[src/rtl/seg_xlat_pkg.sv]
package seg_xlat_pkg;
  typedef enum logic [2:0] {
    CAUSE_NONE    = 3'd0,
    CAUSE_BADSEG  = 3'd1,
    CAUSE_INVALID = 3'd2,
    CAUSE_LIMIT   = 3'd3,
    CAUSE_PERM    = 3'd4
  } cause_e;

  typedef enum logic [1:0] {
    ACC_READ  = 2'd0,
    ACC_WRITE = 2'd1,
    ACC_EXEC  = 2'd2,
    ACC_RSVD  = 2'd3
  } acc_e;

  localparam int PERM_RD = 0;
  localparam int PERM_WR = 1;
  localparam int PERM_EX = 2;
  localparam int PERM_N  = 3;
endpackage

[src/rtl/seg_desc_table.sv]
module seg_desc_table
  import seg_xlat_pkg::*;
#(
  parameter int SEG_W = 3,
  parameter int OFF_W = 12,
  parameter int PA_W  = 16
) (
  input  logic               clk,
  input  logic               rst_n,
  input  logic               wr_en,
  input  logic [SEG_W-1:0]   wr_idx,
  input  logic [PA_W-1:0]    wr_base,
  input  logic [OFF_W:0]     wr_limit,
  input  logic               wr_valid,
  input  logic [PERM_N-1:0]  wr_perm,
  input  logic [SEG_W-1:0]   rd_idx,
  output logic [PA_W-1:0]    rd_base,
  output logic [OFF_W:0]     rd_limit,
  output logic               rd_valid,
  output logic [PERM_N-1:0]  rd_perm,
  input  logic               upd_en,
  input  logic [SEG_W-1:0]   upd_idx,
  input  logic               upd_write,
  input  logic [SEG_W-1:0]   stat_idx,
  output logic               stat_ref,
  output logic               stat_mod
);
  localparam int NSEG = 1 << SEG_W;

  logic [PA_W-1:0]   base_q  [NSEG];
  logic [OFF_W:0]    limit_q [NSEG];
  logic [PERM_N-1:0] perm_q  [NSEG];
  logic [NSEG-1:0]   vld_q;
  logic [NSEG-1:0]   ref_q;
  logic [NSEG-1:0]   mod_q;

  // Descriptor write has priority over the status update of the same entry.
  always_ff @(posedge clk or negedge rst_n) begin
    if (!rst_n) begin
      for (int i = 0; i < NSEG; i++) begin
        base_q[i]  <= '0;
        limit_q[i] <= '0;
        perm_q[i]  <= '0;
      end
      vld_q <= '0;
      ref_q <= '0;
      mod_q <= '0;
    end else begin
      for (int i = 0; i < NSEG; i++) begin
        if (wr_en && wr_idx == SEG_W'(i)) begin
          base_q[i]  <= wr_base;
          limit_q[i] <= wr_limit;
          perm_q[i]  <= wr_perm;
          vld_q[i]   <= wr_valid;
          ref_q[i]   <= 1'b0;
          mod_q[i]   <= 1'b0;
        end else if (upd_en && upd_idx == SEG_W'(i)) begin
          ref_q[i] <= 1'b1;
          if (upd_write) mod_q[i] <= 1'b1;
        end
      end
    end
  end

  always_comb begin
    rd_base  = base_q[rd_idx];
    rd_limit = limit_q[rd_idx];
    rd_perm  = perm_q[rd_idx];
    rd_valid = vld_q[rd_idx];
    stat_ref = ref_q[stat_idx];
    stat_mod = mod_q[stat_idx];
  end

  assert_ref_set_R7: assert property (@(posedge clk) disable iff (!rst_n)
    (upd_en && !(wr_en && wr_idx == upd_idx)) |=> ref_q[$past(upd_idx)]);

  assert_mod_set_R7: assert property (@(posedge clk) disable iff (!rst_n)
    (upd_en && upd_write && !(wr_en && wr_idx == upd_idx)) |=> mod_q[$past(upd_idx)]);

  assert_wr_clears_R10: assert property (@(posedge clk) disable iff (!rst_n)
    wr_en |=> (!ref_q[$past(wr_idx)] && !mod_q[$past(wr_idx)]));
endmodule

[src/rtl/seg_check.sv]
module seg_check
  import seg_xlat_pkg::*;
#(
  parameter int SEG_W = 3,
  parameter int OFF_W = 12,
  parameter int PA_W  = 16
) (
  input  logic               clk,
  input  logic               rst_n,
  input  logic               in_valid,
  input  logic [SEG_W-1:0]   seg,
  input  logic [OFF_W-1:0]   off,
  input  logic [1:0]         kind,
  input  logic [SEG_W:0]     seg_count,
  input  logic [PA_W-1:0]    base,
  input  logic [OFF_W:0]     limit,
  input  logic               ent_valid,
  input  logic [PERM_N-1:0]  perm,
  output cause_e             cause,
  output logic [PA_W-1:0]    paddr
);
  logic seg_bad, off_bad, perm_ok;

  always_comb begin
    seg_bad = ({1'b0, seg} >= seg_count);
    off_bad = ({1'b0, off} >= limit);
    case (acc_e'(kind))
      ACC_READ:  perm_ok = perm[PERM_RD];
      ACC_WRITE: perm_ok = perm[PERM_WR];
      ACC_EXEC:  perm_ok = perm[PERM_EX];
      default:   perm_ok = 1'b0;
    endcase
  end

  // Fixed priority of fault causes.
  always_comb begin
    if (seg_bad)         cause = CAUSE_BADSEG;
    else if (!ent_valid) cause = CAUSE_INVALID;
    else if (off_bad)    cause = CAUSE_LIMIT;
    else if (!perm_ok)   cause = CAUSE_PERM;
    else                 cause = CAUSE_NONE;
  end

  always_comb begin
    paddr = '0;
    if (cause == CAUSE_NONE) paddr = base + PA_W'(off);
  end

  assert_badseg_wins_R2: assert property (@(posedge clk) disable iff (!rst_n)
    (in_valid && {1'b0, seg} >= seg_count) |-> cause == CAUSE_BADSEG);

  assert_in_limit_R4: assert property (@(posedge clk) disable iff (!rst_n)
    (in_valid && cause == CAUSE_NONE) |-> ({1'b0, off} < limit && ent_valid));
endmodule

[src/rtl/seg_rsp_reg.sv]
module seg_rsp_reg
  import seg_xlat_pkg::*;
#(
  parameter int PA_W = 16
) (
  input  logic            clk,
  input  logic            rst_n,
  input  logic            in_fire,
  input  cause_e          in_cause,
  input  logic [PA_W-1:0] in_paddr,
  output logic            in_ready,
  output logic            out_valid,
  input  logic            out_ready,
  output cause_e          out_cause,
  output logic [PA_W-1:0] out_paddr
);
  assign in_ready = !out_valid || out_ready;

  always_ff @(posedge clk or negedge rst_n) begin
    if (!rst_n) begin
      out_valid <= 1'b0;
      out_cause <= CAUSE_NONE;
      out_paddr <= '0;
    end else if (in_ready) begin
      out_valid <= in_fire;
      if (in_fire) begin
        out_cause <= in_cause;
        out_paddr <= in_paddr;
      end
    end
  end

  assert_one_cycle_R8: assert property (@(posedge clk) disable iff (!rst_n)
    in_fire |=> out_valid);

  assert_hold_R9: assert property (@(posedge clk) disable iff (!rst_n)
    (out_valid && !out_ready) |=> (out_valid && $stable(out_cause) && $stable(out_paddr)));

  assert_fault_zero_R6: assert property (@(posedge clk) disable iff (!rst_n)
    (out_valid && out_cause != CAUSE_NONE) |-> out_paddr == '0);
endmodule

[src/rtl/seg_xlat.sv]
module seg_xlat
  import seg_xlat_pkg::*;
#(
  parameter int SEG_W = 3,
  parameter int OFF_W = 12,
  parameter int PA_W  = 16
) (
  input  logic               clk,
  input  logic               rst_n,
  input  logic               cnt_we,
  input  logic [SEG_W:0]     cnt_val,
  input  logic               cfg_we,
  input  logic [SEG_W-1:0]   cfg_idx,
  input  logic [PA_W-1:0]    cfg_base,
  input  logic [OFF_W:0]     cfg_limit,
  input  logic               cfg_valid,
  input  logic [2:0]         cfg_perm,
  input  logic [SEG_W-1:0]   stat_idx,
  output logic               stat_ref,
  output logic               stat_mod,
  input  logic               req_valid,
  output logic               req_ready,
  input  logic [SEG_W-1:0]   req_seg,
  input  logic [OFF_W-1:0]   req_off,
  input  logic [1:0]         req_kind,
  output logic               rsp_valid,
  input  logic               rsp_ready,
  output logic [PA_W-1:0]    rsp_paddr,
  output logic               rsp_fault,
  output logic [2:0]         rsp_cause
);
  logic [SEG_W:0]    count_q;
  logic [PA_W-1:0]   ent_base;
  logic [OFF_W:0]    ent_limit;
  logic              ent_valid;
  logic [PERM_N-1:0] ent_perm;
  cause_e            chk_cause;
  logic [PA_W-1:0]   chk_paddr;
  logic              fire;
  cause_e            out_cause;

  always_ff @(posedge clk or negedge rst_n) begin
    if (!rst_n)      count_q <= '0;
    else if (cnt_we) count_q <= cnt_val;
  end

  assign fire = req_valid && req_ready;

  seg_desc_table #(.SEG_W(SEG_W), .OFF_W(OFF_W), .PA_W(PA_W)) u_table (
    .clk       (clk),
    .rst_n     (rst_n),
    .wr_en     (cfg_we),
    .wr_idx    (cfg_idx),
    .wr_base   (cfg_base),
    .wr_limit  (cfg_limit),
    .wr_valid  (cfg_valid),
    .wr_perm   (cfg_perm),
    .rd_idx    (req_seg),
    .rd_base   (ent_base),
    .rd_limit  (ent_limit),
    .rd_valid  (ent_valid),
    .rd_perm   (ent_perm),
    .upd_en    (fire && chk_cause == CAUSE_NONE),
    .upd_idx   (req_seg),
    .upd_write (req_kind == ACC_WRITE),
    .stat_idx  (stat_idx),
    .stat_ref  (stat_ref),
    .stat_mod  (stat_mod)
  );

  seg_check #(.SEG_W(SEG_W), .OFF_W(OFF_W), .PA_W(PA_W)) u_check (
    .clk       (clk),
    .rst_n     (rst_n),
    .in_valid  (fire),
    .seg       (req_seg),
    .off       (req_off),
    .kind      (req_kind),
    .seg_count (count_q),
    .base      (ent_base),
    .limit     (ent_limit),
    .ent_valid (ent_valid),
    .perm      (ent_perm),
    .cause     (chk_cause),
    .paddr     (chk_paddr)
  );

  seg_rsp_reg #(.PA_W(PA_W)) u_rsp (
    .clk       (clk),
    .rst_n     (rst_n),
    .in_fire   (fire),
    .in_cause  (chk_cause),
    .in_paddr  (chk_paddr),
    .in_ready  (req_ready),
    .out_valid (rsp_valid),
    .out_ready (rsp_ready),
    .out_cause (out_cause),
    .out_paddr (rsp_paddr)
  );

  assign rsp_cause = out_cause;
  assign rsp_fault = (out_cause != CAUSE_NONE);

  assert_count_load_R10: assert property (@(posedge clk) disable iff (!rst_n)
    cnt_we |=> count_q == $past(cnt_val));
endmodule

[config.mk]
export PLATFORM = sky130hd
export DESIGN_NAME = seg_xlat
export DESIGN_NICKNAME = d
export VERILOG_FILES = /design/src/rtl/seg_xlat_pkg.sv /design/src/rtl/seg_desc_table.sv /design/src/rtl/seg_check.sv /design/src/rtl/seg_rsp_reg.sv /design/src/rtl/seg_xlat.sv
export SDC_FILE = /design/constraint.sdc
export NUM_CORES = 1
export LEC_CHECK = 0
export ABC_AREA = 1
export ABC_CLOCK_PERIOD_IN_PS = 2700
export BUFFER_PORTS_ARGS = -buffer_cell sky130_fd_sc_hd__buf_2
export CAP_MARGIN = 20
export CORE_UTILIZATION = 45
export CTS_CLUSTER_DIAMETER = 60
export DETAILED_ROUTE_END_ITERATION = 10
export PLACE_DENSITY_LB_ADDON = 0.08
export SLEW_MARGIN = 5
export SYNTH_ARGS = -nofsm -noshare
export SYNTH_HDL_FRONTEND = slang
export SYNTH_SLANG_ARGS = --single-unit
[constraint.sdc]
create_clock -name clk -period 2.7 [get_ports clk]
set_clock_uncertainty 0.2 [all_clocks]
set_input_delay 0.54 -clock clk [delete_from_list [all_inputs] [get_ports clk]]
set_output_delay 0.54 -clock clk [all_outputs]
set_load 0.02 [all_outputs]
# After elaboration in Yosys (flattened, before gate mapping)

Index checks and enable logic that the tools add are counted.

Output and inout bits: 24
Word-level logic and storage cells: 179
Input bits: 66
Register bits after elaboration: 304

$lt $le $gt $ge: 5
Bitwise logic cells: 1
Equal/unequal tests: 16
Reductions and logical operators: 50
Multiplexer cells: 54
Add/sub/neg operators: 1

Operators with widths:

| kind               | number |
|---|---|
| $bmux 16 s3        | 1 |
| $mux 16            | 3 |
| $bmux 13 s3        | 1 |
| $mux 1             | 36 |
| $reduce_bool 2->1  | 16 |
| $mux 13            | 2 |
| $eq 3x3->1 const B | 8 |
| $logic_and 1x1->1  | 18 |
| $mux 3             | 6 |
| $reduce_and 2->1   | 9 |
| $add 16x12->16     | 1 |
| $ge 12x13->1       | 1 |
| $eq 3x2->1 const B | 4 |
| $bmux 1 s3         | 3 |
| $bmux 3 s3         | 1 |
| $logic_not 3->1    | 3 |
| $lt 3x4->1 const B | 2 |
| $eq 3x1->1 const B | 2 |
| $ge 3x4->1         | 1 |
| $ge 4x4->1 const B | 1 |
| $not 3->4          | 1 |
| $pmux 1 s3         | 1 |
| $reduce_bool 3->1  | 1 |
| $eq 2x1->1 const B | 1 |
| other kinds (4)    | 4 |

# Depth between registers and ports, before layout

Gate-level depths: netlist (run 1).

Depth after elaboration: 14
Depth in mapped cells: 25
Mapped depth without buffers: 21

# Hierarchy

From an unflattened synthesis (run 1), not the netlist that was laid out.

Cells, all modules: 2,286
Area, all modules: 16,477.1 um^2

Modules (own cells, without submodules):

| module         | times used | area an instance (um^2) | seq. area each (um^2) | cells an instance |
|---|---|---|---|---|
| seg_desc_table | 1          | 13,997.2                | 7,006.7               | 1,902 |
| seg_check      | 1          | 1,450.1                 | 0.0                   | 268 |
| seg_rsp_reg    | 1          | 829.5                   | 500.5                 | 87 |
| seg_xlat       | 1          | 200.2                   | 100.1                 | 29 |

# Least setup slack after synthesis (run 1)

No wires, ideal clock.

Path kind: input port to flip-flop
From: input req_seg[0]
To: register u_table.mod_q[7]
Arrival: 3.061 ns
Stages on the path: 23
Library setup time: 0.078 ns
Required time: 2.422 ns
Path buffers: 4
Path slack: -0.638 ns
Cell sequence: buf_6 -> nand2_1 -> inv_2 -> clkbuf_1 -> buf_1 -> a22oi_1 -> nand3_1 -> o21ai_0 -> ha_1 -> nand2_1 -> inv_1 -> nand2_1 -> nand3_1 -> nand2_1 -> nand2_1 -> nand2_1 -> nand2_1 -> nand2_1 -> nand4_2 -> nor2_4 -> buf_6 -> nand4_1 -> a21oi_1

Cells in the longest elaborated chain, start to end: 14
Elaborated cells on any way between the ends: 22
Those cells by class: 2 x order compare; 1 x eq/ne; 13 x mux; 1 x bitwise; 5 x reduce/logical

Ends and longest elaborated chain:

| element                                               | line                 | text |
|---|---|---|
| from (decl)                                           | seg_xlat.sv:23       | `input logic [SEG_W-1:0] req_seg,` |
| branches (longest 11 deep; another with $ge 12x13->1) | --                   |  |
| $logic_and 1x1->1 *                                   | seg_desc_table.sv:57 | `end else if (upd_en && upd_idx == SEG_W'(i)) begin` |
| $reduce_bool 2->1 (no source line) *                  | --                   |  |
| $reduce_and 2->1 (no source line) *                   | --                   |  |
| to (signal assigned)                                  | seg_desc_table.sv:47 | `mod_q <= '0;` |
| to (signal, indexed assignment)                       | seg_desc_table.sv:56 | `mod_q[i] <= 1'b0;` |
| to (signal, indexed assignment)                       | seg_desc_table.sv:59 | `if (upd_write) mod_q[i] <= 1'b1;` |
| to (decl)                                             | seg_desc_table.sv:35 | `logic [NSEG-1:0] mod_q;` |

Mark *: on every way between the ends. The select of a mux whose other input is x is not followed.
A chain may end at the register's enable or synchronous reset.

# Worst setup path in the final report (run 1)

From: input req_seg[1]
To: register u_rsp.out_paddr[0]

Cells in the longest elaborated chain, start to end: 11
Elaborated cells on any way between the ends: 22
Those cells by class: 1 x add/sub; 2 x order compare; 17 x mux; 1 x bitwise; 1 x reduce/logical

Ends and longest elaborated chain:

| element                                               | line              | text |
|---|---|---|
| branches (longest 10 deep; another with $ge 12x13->1) | --                |  |
| $mux 16 *                                             | seg_check.sv:46   | `if (cause == CAUSE_NONE) paddr = base + PA_W'(off);` |
| to (signal assigned)                                  | seg_rsp_reg.sv:28 | `out_paddr <= in_paddr;` |
| to (decl)                                             | seg_rsp_reg.sv:15 | `output logic [PA_W-1:0] out_paddr` |

Marked as above.

==> summary.txt, run 1 <==
Timing
  • Slew margin rel.: 0.556
  • Final count of hold timing violations: 0
  • WHS: 0.0256 ns
  • Setup TNS Final: -3.88 ns
  • Worst-margin pin slew: 0.665 ns
  • Fmax: 346 MHz
  • Period utilization: 1.07
  • RSZ-0062 raised after global routing: yes
  • # setup viols final: 32
  • Final slew viol count: 0
  • Slack of the critical path: -0.190 ns
  • Fin crit period: 2.89 ns

Yosys
  • Syn nets: 1764
  • Post-Syn Area: 14100 sq um
  • Yosys top cell by area: dfrtp_1
  • Post-synthesis cell type count: 45
  • Top post-synthesis cells by area: dfrtp_1 54%, nand2_1 13%, o21ai_0 11%
  • Flops & latches, synth: 304
  • Sequential cell area fraction in the yosys report: 0.541
  • Syn Inst Count: 1670
  • Top_reg_cell synth: dfrtp_1
  • Yosys Warn Count: 0
  • Yosys top cell area share: 0.541
  • Post-synth ARST share: 1.00
  • Syn Area/Cell: 8.43 sq um
  • Number of flops mapped to enable cells by yosys: 0
  • Count leader, synth: nand2_1
  • Leading cell types by count after synthesis: 494 x nand2_1, 317 x o21ai_0, 304 x dfrtp_1

Clock tree
  • CTS tree: built
  • Sink Count: 304
  • Clk slew on worst S/H paths: 0.06 ns
  • Max H-tree Level: 2
  • Clock Tree Root: clkbuf_16
  • Clock Path Buffers: 3
  • Clk_lat worst skew: 0.52 ns
  • CTS Buf Count: 37

Floorplan
  • Row count: 64
  • CORE AREA: 30700 sq um
  • Initial Utilization: 0.459
  • Die Y: 179 microns
  • Ports: 90
  • Die X: 179 microns
  • DIE AREA: 32000 sq um

Route
  • Residual DRC: 0
  • Initial drt markers: 938
  • DRT Pass-1 Iters: 7
  • Antenna Nets Post-Route: 0
  • WL/cell: 18.1 microns
  • Final wirelength: 41700 microns
  • Vias/cell: 5.32
  • Via count: 12238

Pwr
  • Logic pwr share: 0.202
  • Switch Pwr: 0.00396 W
  • Pwr dens: 761 nW/um^2
  • Static leakage: 8.69 nW
  • Max IR drop VDD: 0.000534 V
  • P_int: 0.00983 W
  • Net Sw Frac: 0.287
  • Tot Pwr: 0.0138 W
  • Seq pwr share: 0.421
  • Clk network pwr share: 0.378

Placed design
  • RePlAce Congestion: 0.863
  • Port bufs: 89
  • DPL Wire Length: 27200 microns
  • Placed cell areas: 15900 sq um

Layout
  • Layout cells sized above 1: 0.231
  • Final #Nets: 1974
  • Ant diodes: 0
  • Post-route cell area: 18100 sq um
  • Area grow syn2layout: 28.8%

Setup path
  • Setup CP Type: in -> reg
  • Critical Path RT: 2.89 ns
  • Critical Path Start Type: input pin
  • Crit path max fanout: 5
  • CP Capture Type: flip-flop
  • Worst EP arrival: 3.08 ns

Global routing
  • Pin count of the biggest net entering global routing: 65
  • First-pass GRT wire length: 65300 microns
  • Initial antenna violation count: 0
  • Total GRT Usage: 0.266
  • Vias in the first global route: 11653
  • GR Overflow Total: 0

Flow run
  • Maxcap violations: 0

Status
  • Failing checks: setup timing
  • Outcome: finished, violations left

Hold path
  • Hold Crit Class: in -> reg
-- per-layer routing --
| metal | part of all wire | vias to the layer above | global-route usage | routed length [microns] |
|---|---|---|---|---|
| met1 | 0.48 | 5909 | 0.393 | 19900 |
| li1 | - | 5948 | - | - |
| met5 | 0 | - | 0 | 0 |
| met2 | 0.45 | 321 | 0.406 | 18600 |
| met4 | 0.023 | 0 | 0.0699 | 954 |
| met3 | 0.055 | 60 | 0.0399 | 2290 |
-- power by group through the flow --
stage | registers [W] | clock network, W | logic, W
after floorplan | 0.00577 | 0 | 0.00148
after global placement | 0.00583 | 0 | 0.00244
after detailed placement | 0.00584 | 0 | 0.00249
after CTS | 0.00578 | 0.00528 | 0.00265
after global routing | 0.00589 | 0.00547 | 0.00315
final | 0.00580 | 0.00521 | 0.00278
-- flip-flops by register name, indices dropped and copies added, names as in the netlist --
signal / count
u_table.base_q: 128
u_table.limit_q: 104
u_table.perm_q: 24
u_rsp.out_paddr: 16
u_table.mod_q: 8
u_table.ref_q: 8
u_table.vld_q: 8
count_q: 4
u_rsp.out_cause: 3
u_rsp.out_valid: 1
-- logic make-up (layout without fill, tap and decap cells) --
logic type,Yosys count,count (layout),synth area share
adder cells (fa/ha/maj),28,28,0.0254
XOR/XNOR,10,10,0.00622
AND/OR/NAND/NOR,619,620,0.177
buffers and inverters,257,492,0.0730
AO/OA/AOI/OAI,450,450,0.176
multiplexers,2,2,0.00160
flip-flops,304,304,0.541
-- what timing repair did --
item                       in CTS  in global routing
pin swaps                      22                 52
setup endpoints to repair      33                 33
resized for setup              81                 65
setup buffers                  13                 17
hold buffers                    1                  0
gates cloned                    4                  4
hold endpoints to repair       37                  0
-- worst paths after layout --
check,from,to,slack [ns],cells after the start
max,req_seg[1],u_rsp.out_paddr[0],-0.19,23
min,cnt_val[2],count_q[2],0.03,3
max reg2reg,u_table.limit_q[7],u_table.mod_q[3],-0.16,21
min reg2reg,u_table.perm_q[8],u_table.perm_q[8],0.28,2
max in group asynchronous,rst_n,u_table.limit_q[92],1.29,3
min in group asynchronous,rst_n,u_table.base_q[9],0.31,2
-- cells in the final DEF (no fill, tap or decap), types with 30 or more instances in the layout --
cell,n
nor2_1,38
dfrtp_1,304
o21ai_0,282
a21oi_1,31
nand4_1,30
clkbuf_16,41
nand2_1,484
nand3_1,34
inv_1,143
buf_4,138
buf_2,86
-- per-stage QoR --
| step | utilization | instances | worst slack, ns |
|---|---|---|---|
| after floorplan | - | 1670 | -0.370 |
| after global placement | 0.520 | 2202 | -0.802 |
| after detailed placement | 0.520 | 2202 | -0.879 |
| after CTS | 0.577 | 2285 | -0.0798 |
| after global routing | 0.591 | 2302 | -0.404 |
| final | 0.591 | 2302 | -0.190 |
-- critical path, cell delays in order --
cell and delay (ns):
buf_12 0.12, nor2_4 0.19, buf_12 0.14, clkbuf_16 0.13, nand2_1 0.06, o2111ai_2 0.09, o21ai_2 0.09, ha_1 0.30
nand2_2 0.08, nor2_1 0.13, nand2_1 0.06, nand3_1 0.07, nand2_1 0.07, nand2_2 0.08, nand2_2 0.06, nand2_4 0.10
nand2_4 0.06, nand4_4 0.07, nor2_4 0.08, buf_12 0.14, buf_12 0.12, buf_6 0.10, a22o_1 0.19
-- layout make-up --
class	count	area [sq um]
well taps	396	495
clock inverters	15	199
flip-flops and latches	304	7610
repair inverters	2	17.5
fillers	2763	12600
clock buffers	50	1090
repair buffers	262	2140
multi-input cells	1110	5930
inverters	163	641
(Power assumes the default switching activity.)
==> inputs of run 2 (changes only) <==
--- a/config.mk
+++ b/config.mk
@@ -9,6 +9,7 @@
 export ABC_CLOCK_PERIOD_IN_PS = 2700
 export BUFFER_PORTS_ARGS = -buffer_cell sky130_fd_sc_hd__buf_2
 export CAP_MARGIN = 20
+export CORE_ASPECT_RATIO = 1.1
 export CORE_UTILIZATION = 45
 export CTS_CLUSTER_DIAMETER = 60
 export DETAILED_ROUTE_END_ITERATION = 10
==> run 2 against run 1 <==
The run still ends with setup timing left. Register-to-register slack gained 0.08 ns. Setup slack lost 0.053 ns. Cell count grew 0.17%. Maximum frequency shrank 1.8%. Via count grew 0.52%. Flip-flop and latch count is the same. Sequential power is essentially flat. Routed wire length grew 2.7%. Hold slack gained 0.0086 ns. Sequential share of layout area is essentially flat. Power shrank 2.2%. Critical path type unchanged.
==> summary.txt, run 2 (synthesis results as in run 1) <==
Status
  • Outcome: finished, violations left
  • Failing checks: setup timing

Layout
  • Most frequent cells in the layout: 479 x nand2_1, 304 x dfrtp_1, 284 x o21ai_0
  • Ant diodes: 0 (unchanged)
  • Largest register FFs: 128 (unchanged)
  • Final #Nets: 1961 (-0.66%)
  • Area grow syn2layout: 28.7% (about the same)
  • Layout cells sized above 1: 0.225 (-0.00622)
  • Largest registers: u_table.base_q: 128 flops, u_table.limit_q: 104 flops, u_table.perm_q: 24 flops
  • Final std cells w/o fill: 2306 (+0.17%)
  • Most common cell after layout, fill and taps aside: nand2_1
  • Post-route cell area: 18100 sq um (about the same)
  • Most flops, register: u_table.base_q

Route
  • WL/cell: 18.6 microns (+2.6%)
  • Via count: 12302 (+0.52%)
  • Antenna Nets Post-Route: 0 (unchanged)
  • Final wirelength: 42900 microns (+2.7%)
  • Initial drt markers: 834 (-11%)
  • Residual DRC: 0 (unchanged)
  • DRT Pass-1 Iters: 6 (-1)
  • Vias/cell: 5.33 (+0.35%)

Timing
  • Fmax: 340 MHz (-1.8%)
  • Slack of the critical path: -0.243 ns (-0.0529 ns)
  • RSZ-0062 raised after global routing: yes
  • Slew margin rel.: 0.532 (-0.0242)
  • Final slew viol count: 0 (unchanged)
  • Fin crit period: 2.94 ns (+0.0529 ns)
  • Final count of hold timing violations: 0 (unchanged)
  • # setup viols final: 32 (unchanged)
  • Period utilization: 1.09 (+0.0196)
  • Worst-margin pin slew: 0.702 ns (+0.0364 ns)

Clock tree
  • CTS Buf Count: 35 (-5.4%)
  • CTS tree: built
  • Sink Count: 304 (unchanged)
  • Clock Tree Root: clkbuf_16
  • Clk slew on worst S/H paths: 0.06 ns (about the same)
  • Clk_lat worst skew: 0.52 ns (about the same)
  • Max H-tree Level: 2 (unchanged)
  • Clock Path Buffers: 3 (unchanged)

Pwr
  • Net Sw Frac: 0.292 (+0.00474)
  • Static leakage: 8.65 nW (-0.56%)
  • Logic pwr share: 0.213 (+0.011)
  • Max IR drop VDD: 0.000536 V (+0.41%)
  • Tot Pwr: 0.0135 W (-2.2%)
  • Seq pwr share: 0.429 (+0.008)
  • Pwr dens: 744 nW/um^2 (-2.2%)
  • Clk network pwr share: 0.358 (-0.020)
  • Switch Pwr: 0.00394 W (-0.57%)
  • P_int: 0.00955 W (-2.8%)

Setup path
  • CP Capture Type: flip-flop
  • Setup CP Type: in -> reg
  • Critical Path Start Type: input pin
  • Critical Path RT: 2.90 ns (about the same)
  • Crit path max fanout: 8 (+3)
  • Worst EP arrival: 3.14 ns (+0.06 ns)

Global routing
  • Initial antenna violation count: 0 (unchanged)
  • Pin count of the biggest net entering global routing: 63 (-3.1%)
  • Vias in the first global route: 12069 (+3.6%)
  • Total GRT Usage: 0.273 (+0.00746)
  • First-pass GRT wire length: 67200 microns (+2.9%)
  • GR Overflow Total: 0 (unchanged)

Placed design
  • Placement Setup Slack: -0.964 ns (-0.0844 ns)
  • DPL Wire Length: 27100 microns (-0.46%)
  • Port bufs: 89 (unchanged)
  • Placed cell areas: 16000 sq um (+0.58%)
  • RePlAce Congestion: 0.863 (about the same)
  • Placed cell count: 2216 (+0.64%)

Floorplan
  • Row count: 67 (+4.7%)
  • Die X: 171 microns (-4.6%)
  • CORE AREA: 30600 sq um (-0.23%)
  • Ports: 90 (unchanged)
  • Initial Utilization: 0.460 (+0.00107)
  • Die Y: 187 microns (+4.8%)
  • DIE AREA: 32000 sq um (about the same)

Hold path
  • Hold Crit Class: in -> reg

Flow run
  • Maxcap violations: 0 (unchanged)
## run 2: final timing paths
path / cells after the start / slack, ns / start / to
min: 3 / 0.03 / cnt_val[2] / count_q[2]
max: 23 / -0.24 / req_seg[1] / u_rsp.out_paddr[0]
min in group asynchronous: 2 / 0.34 / rst_n / u_table.limit_q[1]
max in group asynchronous: 3 / 1.24 / rst_n / u_table.base_q[74]
min reg2reg: 2 / 0.27 / u_rsp.out_paddr[14] / u_rsp.out_paddr[14]
max reg2reg: 20 / -0.08 / u_table.limit_q[56] / u_table.mod_q[6]
## run 2: area by class of cell
cell class / count / area [sq um]
fillers: 2765 / 12500
flip-flops and latches: 304 / 7610
multi-input cells: 1110 / 5980
repair buffers: 252 / 2170
clock buffers: 53 / 1060
inverters: 163 / 643
well taps: 414 / 518
clock inverters: 9 / 114
repair inverters: 1 / 8.76
## run 2: metal layers
metal  vias up  global-route usage  part of all wire
li1       5926                   -                 -
met1      5964               0.381              0.46
met2       339               0.446              0.47
met3        73              0.0413             0.052
met4         0              0.0665             0.023
met5         -                   0                 0
## run 2: critical path, stage by stage
cell       delay (ns)
buf_12           0.11
buf_12           0.13
nor2_4           0.13
buf_12           0.15
clkbuf_16        0.15
a22oi_1          0.07
o2111ai_1        0.08
o21ai_1          0.12
ha_1             0.28
nand2_1          0.05
nor2_1           0.15
nand2_1          0.08
nor2_1           0.13
nor2_2           0.05
nand2_2          0.07
nand2_2          0.05
nand2_2          0.08
nand2_2          0.08
nand4_4          0.08
nor2_4           0.07
buf_12           0.16
buf_4            0.13
a22o_1           0.17
## run 2: repair_timing
item                                    CTS  global route
endpoints found under the setup margin   33            33
setup buffers                            12             7
gates cloned                              4             5
hold endpoints to repair                 46             0
hold buffers                              1             0
pin swaps                                22            43
resized for setup                        81            53
## run 2: power groups by stage
stage	clock (W)	sequential (W)	combinational [W]
CTS	0.00490	0.00576	0.00273
floorplan	0	0.00577	0.00148
finish	0.00483	0.00578	0.00287
global route	0.00510	0.00586	0.00323
global placement	0	0.00581	0.00249
detailed placement	0	0.00583	0.00253
## run 2: stage by stage
step | TNS [ns] | utilization | hold WS, ns
after floorplan | -9.47 | - | 0.0444
after global placement | -27.74 | 0.524 | 0.260
after detailed placement | -29.03 | 0.524 | 0.266
final | -6.14 | 0.592 | 0.0341
after global routing | -10.58 | 0.592 | 0.0358
after CTS | -3.78 | 0.580 | 0.0246
